`src/rtl/sigirq_pkg.sv`:
```
package sigirq_pkg;

  localparam int unsigned ADDR_W = 8;
  localparam logic [31:0] NO_SOURCE = 32'hFFFF_FFFF;

  localparam logic [ADDR_W-1:0] OFS_SEND  = 8'h0C;
  localparam logic [ADDR_W-1:0] OFS_NEXT  = 8'h10;
  localparam logic [ADDR_W-1:0] OFS_ENA   = 8'h14;
  localparam logic [ADDR_W-1:0] OFS_DIS   = 8'h18;
  localparam logic [ADDR_W-1:0] OFS_CLR   = 8'h1C;
  localparam logic [ADDR_W-1:0] OFS_CCLR  = 8'h38;

  // client in the upper half-word, signal in the lower
  function automatic logic [31:0] make_id(input logic [15:0] c, input logic [15:0] s);
    return {c, s};
  endfunction

  function automatic logic id_in_range(input logic [31:0] id,
                                       input int unsigned nc, input int unsigned ns);
    return (32'(id[31:16]) < nc) && (32'(id[15:0]) < ns);
  endfunction

  function automatic logic [31:0] flat_index(input logic [31:0] id, input int unsigned ns);
    return 32'(id[31:16]) * ns + 32'(id[15:0]);
  endfunction

  function automatic logic [31:0] id_of_index(input logic [31:0] idx, input int unsigned ns);
    return make_id(16'(idx / ns), 16'(idx % ns));
  endfunction

endpackage

```
`src/rtl/sigirq_regif.sv`:
```
module sigirq_regif
  import sigirq_pkg::*;
#(
  parameter int unsigned NC   = 4,
  parameter int unsigned NS   = 8,
  localparam int unsigned NSRC = NC * NS,
  localparam int unsigned IW   = (NSRC > 1) ? $clog2(NSRC) : 1
) (
  input  logic [ADDR_W-1:0] bus_addr,
  input  logic              bus_wr,
  input  logic [31:0]       bus_wdata,
  input  logic              bus_rd,
  output logic [31:0]       bus_rdata,
  input  logic              pick_vld,
  input  logic [IW-1:0]     pick_idx,
  output logic              send_ev,
  output logic [31:0]       send_id,
  output logic [NSRC-1:0]   en_set_mask,
  output logic [NSRC-1:0]   en_clr_mask,
  output logic [NSRC-1:0]   clr_mask
);

  logic id_ok, cl_ok;
  logic hit_send, hit_ena, hit_dis, hit_clr, hit_cclr;
  logic [NSRC-1:0] sel_mask, cl_mask;

  assign id_ok = id_in_range(bus_wdata, NC, NS);
  assign cl_ok = 32'(bus_wdata[31:16]) < NC;

  assign hit_send = bus_wr && (bus_addr == OFS_SEND);
  assign hit_ena  = bus_wr && (bus_addr == OFS_ENA);
  assign hit_dis  = bus_wr && (bus_addr == OFS_DIS);
  assign hit_clr  = bus_wr && (bus_addr == OFS_CLR);
  assign hit_cclr = bus_wr && (bus_addr == OFS_CCLR);

  for (genvar i = 0; i < NSRC; i++) begin : g_sel
    assign sel_mask[i] = id_ok && (flat_index(bus_wdata, NS) == 32'(i));
    assign cl_mask[i]  = cl_ok && (32'(bus_wdata[31:16]) == 32'(i / NS));
  end

  assign en_set_mask = hit_ena ? sel_mask : '0;
  assign en_clr_mask = hit_dis ? sel_mask : '0;
  assign clr_mask    = (hit_clr ? sel_mask : '0) | (hit_cclr ? cl_mask : '0);

  assign send_ev = hit_send && id_ok;
  assign send_id = bus_wdata;

  always_comb begin
    bus_rdata = '0;
    if (bus_rd && (bus_addr == OFS_NEXT))
      bus_rdata = pick_vld ? id_of_index(32'(pick_idx), NS) : NO_SOURCE;
  end

endmodule

```
`src/rtl/sigirq_src_array.sv`:
```
module sigirq_src_array
  import sigirq_pkg::*;
#(
  parameter int unsigned NC   = 4,
  parameter int unsigned NS   = 8,
  localparam int unsigned NSRC = NC * NS,
  localparam int unsigned CW   = (NC > 1) ? $clog2(NC) : 1,
  localparam int unsigned SW   = (NS > 1) ? $clog2(NS) : 1
) (
  input  logic            clk,
  input  logic            rst_n,
  input  logic            set_vld,
  input  logic [CW-1:0]   set_client,
  input  logic [SW-1:0]   set_signal,
  input  logic [NSRC-1:0] en_set_mask,
  input  logic [NSRC-1:0] en_clr_mask,
  input  logic [NSRC-1:0] clr_mask,
  output logic [NSRC-1:0] active,
  output logic            irq
);

  logic [31:0]     set_id;
  logic            set_ok;
  logic [NSRC-1:0] set_mask, pend, ena;

  assign set_id = make_id(16'(set_client), 16'(set_signal));
  assign set_ok = set_vld && id_in_range(set_id, NC, NS);

  for (genvar i = 0; i < NSRC; i++) begin : g_src
    assign set_mask[i] = set_ok && (flat_index(set_id, NS) == 32'(i));

    always_ff @(posedge clk or negedge rst_n) begin
      if (!rst_n) begin
        pend[i] <= 1'b0;
        ena[i]  <= 1'b0;
      end else begin
        pend[i] <= (pend[i] && !clr_mask[i]) || set_mask[i];
        ena[i]  <= (ena[i] || en_set_mask[i]) && !en_clr_mask[i];
      end
    end

    // set wins over a clear in the same cycle
    assert_set_wins_R10: assert property (@(posedge clk) disable iff (!rst_n)
      set_mask[i] |=> pend[i]);
    assert_clear_one_R5: assert property (@(posedge clk) disable iff (!rst_n)
      (clr_mask[i] && !set_mask[i]) |=> !pend[i]);
    assert_enable_R4: assert property (@(posedge clk) disable iff (!rst_n)
      en_set_mask[i] |=> ena[i]);
    assert_disable_R4: assert property (@(posedge clk) disable iff (!rst_n)
      en_clr_mask[i] |=> !ena[i]);
    assert_pend_hold_R9: assert property (@(posedge clk) disable iff (!rst_n)
      (!set_mask[i] && !clr_mask[i]) |=> $stable(pend[i]));
  end

  assign active = pend & ena;
  assign irq    = |active;

endmodule

```
`src/rtl/sigirq_pick.sv`:
```
module sigirq_pick #(
  parameter int unsigned NSRC = 32,
  localparam int unsigned IW  = (NSRC > 1) ? $clog2(NSRC) : 1
) (
  input  logic [NSRC-1:0] active,
  output logic            pick_vld,
  output logic [IW-1:0]   pick_idx
);

  // scan from the top so the lowest index is the last to win
  always_comb begin
    pick_vld = 1'b0;
    pick_idx = '0;
    for (int i = NSRC - 1; i >= 0; i--) begin
      if (active[i]) begin
        pick_vld = 1'b1;
        pick_idx = IW'(i);
      end
    end
  end

endmodule

```
`src/rtl/sigirq_ctrl.sv`:
```
module sigirq_ctrl
  import sigirq_pkg::*;
#(
  parameter int unsigned NC   = 4,
  parameter int unsigned NS   = 8,
  localparam int unsigned NSRC = NC * NS,
  localparam int unsigned IW   = (NSRC > 1) ? $clog2(NSRC) : 1,
  localparam int unsigned CW   = (NC > 1) ? $clog2(NC) : 1,
  localparam int unsigned SW   = (NS > 1) ? $clog2(NS) : 1
) (
  input  logic              clk,
  input  logic              rst_n,
  input  logic [ADDR_W-1:0] bus_addr,
  input  logic              bus_wr,
  input  logic [31:0]       bus_wdata,
  input  logic              bus_rd,
  output logic [31:0]       bus_rdata,
  input  logic              in_set_vld,
  input  logic [CW-1:0]     in_set_client,
  input  logic [SW-1:0]     in_set_signal,
  output logic              out_send_vld,
  output logic [15:0]       out_send_client,
  output logic [15:0]       out_send_signal,
  output logic              irq_out
);

  logic            send_ev;
  logic [31:0]     send_id;
  logic [NSRC-1:0] en_set_mask, en_clr_mask, clr_mask, active;
  logic            pick_vld, any_active;
  logic [IW-1:0]   pick_idx;

  sigirq_regif #(.NC(NC), .NS(NS)) u_regif (
    .bus_addr(bus_addr), .bus_wr(bus_wr), .bus_wdata(bus_wdata),
    .bus_rd(bus_rd), .bus_rdata(bus_rdata),
    .pick_vld(pick_vld), .pick_idx(pick_idx),
    .send_ev(send_ev), .send_id(send_id),
    .en_set_mask(en_set_mask), .en_clr_mask(en_clr_mask), .clr_mask(clr_mask)
  );

  sigirq_src_array #(.NC(NC), .NS(NS)) u_array (
    .clk(clk), .rst_n(rst_n),
    .set_vld(in_set_vld), .set_client(in_set_client), .set_signal(in_set_signal),
    .en_set_mask(en_set_mask), .en_clr_mask(en_clr_mask), .clr_mask(clr_mask),
    .active(active), .irq(any_active)
  );

  sigirq_pick #(.NSRC(NSRC)) u_pick (
    .active(active), .pick_vld(pick_vld), .pick_idx(pick_idx)
  );

  always_ff @(posedge clk or negedge rst_n) begin
    if (!rst_n) begin
      out_send_vld    <= 1'b0;
      out_send_client <= '0;
      out_send_signal <= '0;
    end else begin
      out_send_vld <= send_ev;
      if (send_ev) begin
        out_send_client <= send_id[31:16];
        out_send_signal <= send_id[15:0];
      end
    end
  end

  assign irq_out = any_active;

  assert_send_pulse_R2: assert property (@(posedge clk) disable iff (!rst_n)
    send_ev |=> (out_send_vld && out_send_client == $past(send_id[31:16])
                 && out_send_signal == $past(send_id[15:0])));
  assert_send_cause_R12: assert property (@(posedge clk) disable iff (!rst_n)
    !send_ev |=> !out_send_vld);
  assert_irq_level_R6: assert property (@(posedge clk) disable iff (!rst_n)
    irq_out == pick_vld);
  assert_pick_lowest_R8: assert property (@(posedge clk) disable iff (!rst_n)
    pick_vld |-> (active[pick_idx] &&
                  ((active & ((NSRC'(1) << pick_idx) - NSRC'(1))) == '0)));

endmodule

```
`config.mk`:
```
export PLATFORM = sky130hd
export DESIGN_NAME = sigirq_ctrl
export DESIGN_NICKNAME = d
export VERILOG_FILES = /design/src/rtl/sigirq_pkg.sv /design/src/rtl/sigirq_regif.sv /design/src/rtl/sigirq_src_array.sv /design/src/rtl/sigirq_pick.sv /design/src/rtl/sigirq_ctrl.sv
export SDC_FILE = /design/constraint.sdc
export NUM_CORES = 1
export LEC_CHECK = 0
export BUFFER_PORTS_ARGS = -buffer_cell sky130_fd_sc_hd__buf_2
export CAP_MARGIN = 20
export CORE_UTILIZATION = 56
export DETAILED_ROUTE_END_ITERATION = 16
export HOLD_SLACK_MARGIN = 0.08
export PLACE_DENSITY = 0.91
export SLEW_MARGIN = 20
export SYNTH_ARGS = -nofsm -noshare
export SYNTH_HDL_FRONTEND = slang
export SYNTH_SLANG_ARGS = --single-unit
```
`constraint.sdc`:
```
create_clock -name clk -period 4.3 [get_ports clk]
set_clock_uncertainty 0.1 [all_clocks]
set_input_delay 0.645 -clock clk [delete_from_list [all_inputs] [get_ports clk]]
set_output_delay 0.645 -clock clk [all_outputs]
set_load 0.02 [all_outputs]
```
Word level (Yosys, flattened, before mapping). Index checks and enable logic that the tools add are counted.

Shifts and indexed selects: 0. Order comparisons: 4. Multipliers: 0. Bitwise logic cells: 2. Reduce and logical (&&, ||, !) cells: 274. Equality and inequality tests: 71. Divide/modulo/power cells: 0. Mux-type cells: 70. Add/sub/neg operators: 2.

Operators with widths (count): $eq A32 B5 Y1 const B (32); $eq A32 B4 Y1 const B (16); $eq A32 B3 Y1 const B (8); $mux W32 (6); $mux W5 (32); $logic_and A1 B1 Y1 (142); $eq A32 B2 Y1 const B (4); $eq A32 B1 Y1 const B (2); $logic_not A1 Y1 (64); $logic_not A32 Y1 (2); $logic_or A1 B1 Y1 (64); $and A32 B32 Y32 (1); $eq A16 B2 Y1 const B (2); $eq A8 B5 Y1 const B (4); $mux W1 (32); $or A32 B32 Y32 (1); $reduce_or A32 Y1 (1); $add A19 B16 Y20 (1); $eq A16 B1 Y1 const B (1); $logic_not A16 Y1 (1); $lt A16 B3 Y1 const B (1); $lt A16 B4 Y1 const B (1); $eq A8 B4 Y1 const B (1); $eq A8 B6 Y1 const B (1); other kinds (3) (3).

Output and inout bits: 66. Memory bits (writable): 0. Word-level logic and storage cells: 490. ROM bits: 0. Register bits after elaboration: 97. Latch bits: 0. Input bits: 50. Memories kept: 0.

Logic depth before layout (Yosys ltp).
Word-level depth: 35. Gate-level depth with buffers: 12. Gate-level depth less buffers: 10.

By module. A second synthesis with hierarchy kept.

Cell total of the unflattened synthesis: 754. Area total of the unflattened synthesis: 6492.5 sq um.

Modules (own cells, without submodules): sigirq_src_array (cells each 256, instances 1, area each 2553.7 sq um, sequential area each 1601.5 sq um); sigirq_regif (cells each 364, instances 1, area each 2198.4 sq um, sequential area each 0.0 sq um); sigirq_ctrl (cells each 69, instances 1, area each 1370.1 sq um, sequential area each 825.8 sq um); sigirq_pick (cells each 65, instances 1, area each 370.4 sq um, sequential area each 0.0 sq um).

Least setup slack after synthesis. No wires, ideal clock.

Kind: flip-flop to output port. From: register u_array.pend[8]. To: output port bus_rdata[10]. Data required time: 3555 ps. Setup slack: 327 ps. Buffers on the path: 2. Data arrival time: 3228 ps. Cell stages (with the launch flop): 8. Cells stage by stage: dfrtp_1 a22oi_1 nand3_1 or3_1 or4_1 clkbuf_1 nor2_1 buf_4.

Word-level cells in the longest chain between the ends: 12.

Ends and longest elaborated chain: from (decl) (line sigirq_src_array.sv:24) `logic [NSRC-1:0] set_mask, pend, ena;`; from (signal, indexed assignment) (line sigirq_src_array.sv:37) `pend[i] <= (pend[i] && !clr_mask[i]) || set_mask[i];`; $and A32 B32 Y32 (line sigirq_src_array.sv:55) `assign active = pend & ena;`; $mux W1 (9 in series) (line sigirq_pick.sv:15) `if (active[i]) begin`; $mux W32 (line sigirq_regif.sv:51) `bus_rdata = pick_vld ? id_of_index(32'(pick_idx), NS) : NO_SOURCE;`; $mux W32 (line sigirq_regif.sv:50) `if (bus_rd && (bus_addr == OFS_NEXT))`; to (decl) (line sigirq_ctrl.sv:17) `output logic [31:0] bus_rdata,`.

Every way passes these cells.

Worst setup path in the final report.
From: input port bus_wdata[16]. To: register u_array.pend[31].

Word-level cells in the longest chain between the ends: 8. Elaborated cells on any way between the ends: 13. Classes of those cells: add/sub (1); order compare (1); eq/ne (2); mux (2); bitwise (1); reduce/logical (6).

Ends and longest elaborated chain: from (decl) (line sigirq_ctrl.sv:15) `input logic [31:0] bus_wdata,`; $add A19 B16 Y20 / $lt A16 B3 Y1 (equally long branches) (line sigirq_pkg.sv:24, sigirq_pkg.sv:20, sigirq_regif.sv:28); $eq A32 B5 Y1 / $logic_and A1 B1 Y1 (equally long branches) (line sigirq_regif.sv:37, sigirq_pkg.sv:20); $logic_and A1 B1 Y1 (line sigirq_regif.sv:37) `assign sel_mask[i] = id_ok && (flat_index(bus_wdata, NS) == 32'(i));`; $mux W32 (line sigirq_regif.sv:43) `assign clr_mask = (hit_clr ? sel_mask : '0) | (hit_cclr ? cl_mask : '0);`; $or A32 B32 Y32 * (line sigirq_regif.sv:43); $logic_not A1 Y1 * (line sigirq_src_array.sv:37); $logic_and A1 B1 Y1 * (line sigirq_src_array.sv:37); $logic_or A1 B1 Y1 * (line sigirq_src_array.sv:37).

Every way passes the cells marked *; elsewhere a longest branch is shown, timed or not. A chain may end at the register's enable or synchronous reset.

==> flow_metrics.py <==
metrics = {
    "finish": {
        "drive_gt1_share_pct": 23.0,
        "n_antenna_cell": 0,
        "nets": 806,
        "syn_to_final_growth_pct": 11.2,
    },
    "floorplan": {
        "start_util_pct": 57.5,
        "core-area_um2": 10200,
        "fp-row-count": 37,
        "die_w_um": 104,
        "ioPinCount": 116,
        "die_h_um": 104,
        "die_area_um2": 10900,
    },
    "detailed_routing": {
        "dr.pass1.iters": 6,
        "detail-route-antenna-nets": 0,
        "drt-vias-per-instance": 6.56,
        "routed_wl_mm": 17.0,
        "wl_per_cell_um": 19.2,
        "vias": 5791,
        "drt_iter0_markers": 580,
        "post-route-drc-count": 0,
    },
    "synth": {
        "synthTopCellsByArea": "dfrtp_1 (41%), nand2_1 (5.2%), a31oi_1 (5.0%), o21ai_0 (3.7%), buf_4 (3.4%)",
        "synthTopCellsByCount": "dfrtp_1 (97), nand2_1 (81), nor2_1 (49)",
        "synth_cells": 667,
        "yosysWarnings": 0,
        "ys_types": 66,
        "synth_edf_count": 0,
        "postSynthAreaPerCell_um2": 8.81,
        "synth_area_um2": 5880,
        "synth-seq-cells": 97,
        "synth_top_area_share_pct": 41.3,
        "synthesis.nets": 731,
        "yosysTopAreaCell": "dfrtp_1",
        "ys_seq_area_share_pct": 41.3,
        "synthFlopType": "dfrtp_1",
        "synthArstFlopShare_pct": 100,
        "synth.most_common_cell": "dfrtp_1",
    },
    "global_routing": {
        "grt_max_degree": 66,
        "grt_pass1_wl_mm": 26.9,
        "grt_util_met1_pct": 42.8,
        "grt_usage_pct": 31.4,
        "grt-busiest-layer": "met2",
        "grt_pass1_vias": 5372,
        "met3_usage_pct": 9.02,
        "gr-total-overflow": 0,
        "use_met2_pct": 48.2,
        "grt_antenna_before_repair": 1,
    },
    "clock_tree": {
        "cts_tree": "built",
        "cts_hold_buf": 0,
        "post_cts_buffers": 0,
        "cts.path.max_buffers": 2,
        "numCtsBuffers": 9,
        "clkTransAtPathRegs_ns": 0.11,
        "htreeDepth": 3,
        "clock-root-buffer": "clkbuf_8",
        "cts_resized": 0,
        "clkLatencyLatePin_ns": 0.37,
        "cts.sinks": 97,
    },
    "timing": {
        "setup_viol": 0,
        "fmax_mhz": 270,
        "min_period_ns": 3.71,
        "maxSlewHeadroom_pct": 45.9,
        "min_period_over_period_pct": 86.3,
        "slew_viol_final": 0,
        "rsz0062_at_grt": "false",
        "hold_viol_final": 0,
        "holdWs_ns": 0.254,
        "setup_tns_ns": 0,
        "tightest_slew_ns": 0.811,
    },
    "critical_path": {
        "worstPathArrival_ns": 3.86,
        "path_class": "in -> reg",
        "end_kind": "flip-flop",
        "crit_path_top_delay_cell": "and2_2",
        "cp_max_fo": 22,
        "cp_cell_sequence": "buf_2 > ha_1 > fa_1 > a21o_1 > a221oi_2 > a211oi_1 > or3_4 > a2111oi_4 > and2_2 > and3_1 > o21ai_0",
        "cp.required_ns": 4.45,
        "worst_setup_path_start_kind": "input port",
        "cpPeakStageDelay_ns": 0.44,
    },
    "place": {
        "dpl.hpwl_mm": 12.9,
        "io_buffers": 115,
        "gp_congestion": 1.01,
    },
    "power": {
        "power.leakage_nw": 3.22,
        "peakVddDrop_v": 0.000212,
        "power_density_nw_per_um2": 268,
    },
    "run": {
        "cap_violations": 0,
    },
    "min_path": {
        "hold_path_class": "in -> async",
    },
    "status": {
        "status": "finished, final reports clean",
    },
}
[worst max-delay path: cells and delay by family]
| kind | cells | cell delay [ns] |
|---|---|---|
| AO/OA/AOI/OAI | 5 | 1.20 |
| buffers and inverters | 1 | 0.14 |
| adder cells (fa/ha/maj) | 2 | 0.64 |
| AND/OR/NAND/NOR | 3 | 1.23 |
[sequential cells by signal, indices dropped and copies added, names as in the netlist]
| register | count |
|---|---|
| out_send_vld | 1 |
| u_array.ena | 32 |
| out_send_client | 16 |
| u_array.pend | 32 |
| out_send_signal | 16 |
[through the flow]
step / area (µm²) / power [W] / util [%] / setup WS [ns] / cells
finish: 6540 / 0.00175 / 63.9 / 0.591 / 883
global route: 6540 / 0.00181 / 63.9 / 0.472 / 883
CTS: 6540 / 0.00175 / 63.9 / 0.671 / 883
detailed placement: 6320 / 0.00116 / 61.8 / 0.272 / 867
global placement: 6320 / 0.00116 / 61.8 / 0.425 / 867
floorplan: 5880 / 0.00107 / - / 0.327 / 667
[final timing paths]
path,startpoint,endpoint,slack [ns],cells past startpoint
max in group asynchronous,rst_n,u_array.ena[5]$_DFF_PN0_,2.89,2
min in group clk,out_send_signal[7]$_DFFE_PN0P_,out_send_signal[7]$_DFFE_PN0P_,0.41,1
worst max register to register,u_array.pend[25]$_DFF_PN0_,u_array.pend[25]$_DFF_PN0_,3.25,3
worst max-delay path,bus_wdata[16],u_array.pend[31]$_DFF_PN0_,0.59,11
worst min-delay path,rst_n,u_array.pend[2]$_DFF_PN0_,0.25,1
worst min register to register,out_send_signal[7]$_DFFE_PN0P_,out_send_signal[7]$_DFFE_PN0P_,0.41,1
[layout by cell type, fill, tap and decap left out, drive strengths merged, types with 3 or more instances in the layout]
cell	count
or2	3
nand4b	3
nor2	49
a31oi	47
nor4	7
o2111ai	3
nor2b	30
a22oi	7
ha	13
mux2	5
a21o	5
a31o	7
clkbuf	9
nor3b	4
inv	10
and3	8
dfrtp	97
and4	3
nand2	81
and2	8
a21oi	46
buf	124
o21ai	44
a211oi	4
a22o	4
mux2i	3
or3	4
clkinv	6
nand4	8
a41oi	16
nand3	26
a221oi	4
nor3	20
nand2b	9
[logic make-up (layout without fill, tap and decap cells)]
logic type      after synthesis  after routing  share of synthesized area, %
xor+xnor                      1              1                         0.149
compound gates              206            206                          23.8
flops                        97             97                          41.3
mux                           8              8                          1.47
simple gates                272            272                          23.2
fa+ha+maj                    14             14                          3.11
buf+inv                      69            149                          6.98
[where the power goes]
group	switching (W)	internal (W)	total (W)
logic	0.000148	0.0000851	0.000234
clock network	0.000368	0.000232	0.000600
registers	0.00000251	0.000914	0.000916
[layout make-up]
cell class / count / area [µm²]
Sequential cell: 97 / 2430
Tap cell: 136 / 170
Inverter: 9 / 33.8
Timing Repair Buffer: 124 / 646
Fill cell: 856 / 3700
Multi-Input combinational cell: 501 / 3050
Clock buffer: 9 / 124
Clock inverter: 7 / 86.3
[metal layers]
layer	share of wire, %	wire, µm
met1	40	6740
met3	12	2090
met2	45	7690
met5	0	0
met4	2.7	452
Power figures use the tool's default switching activity.
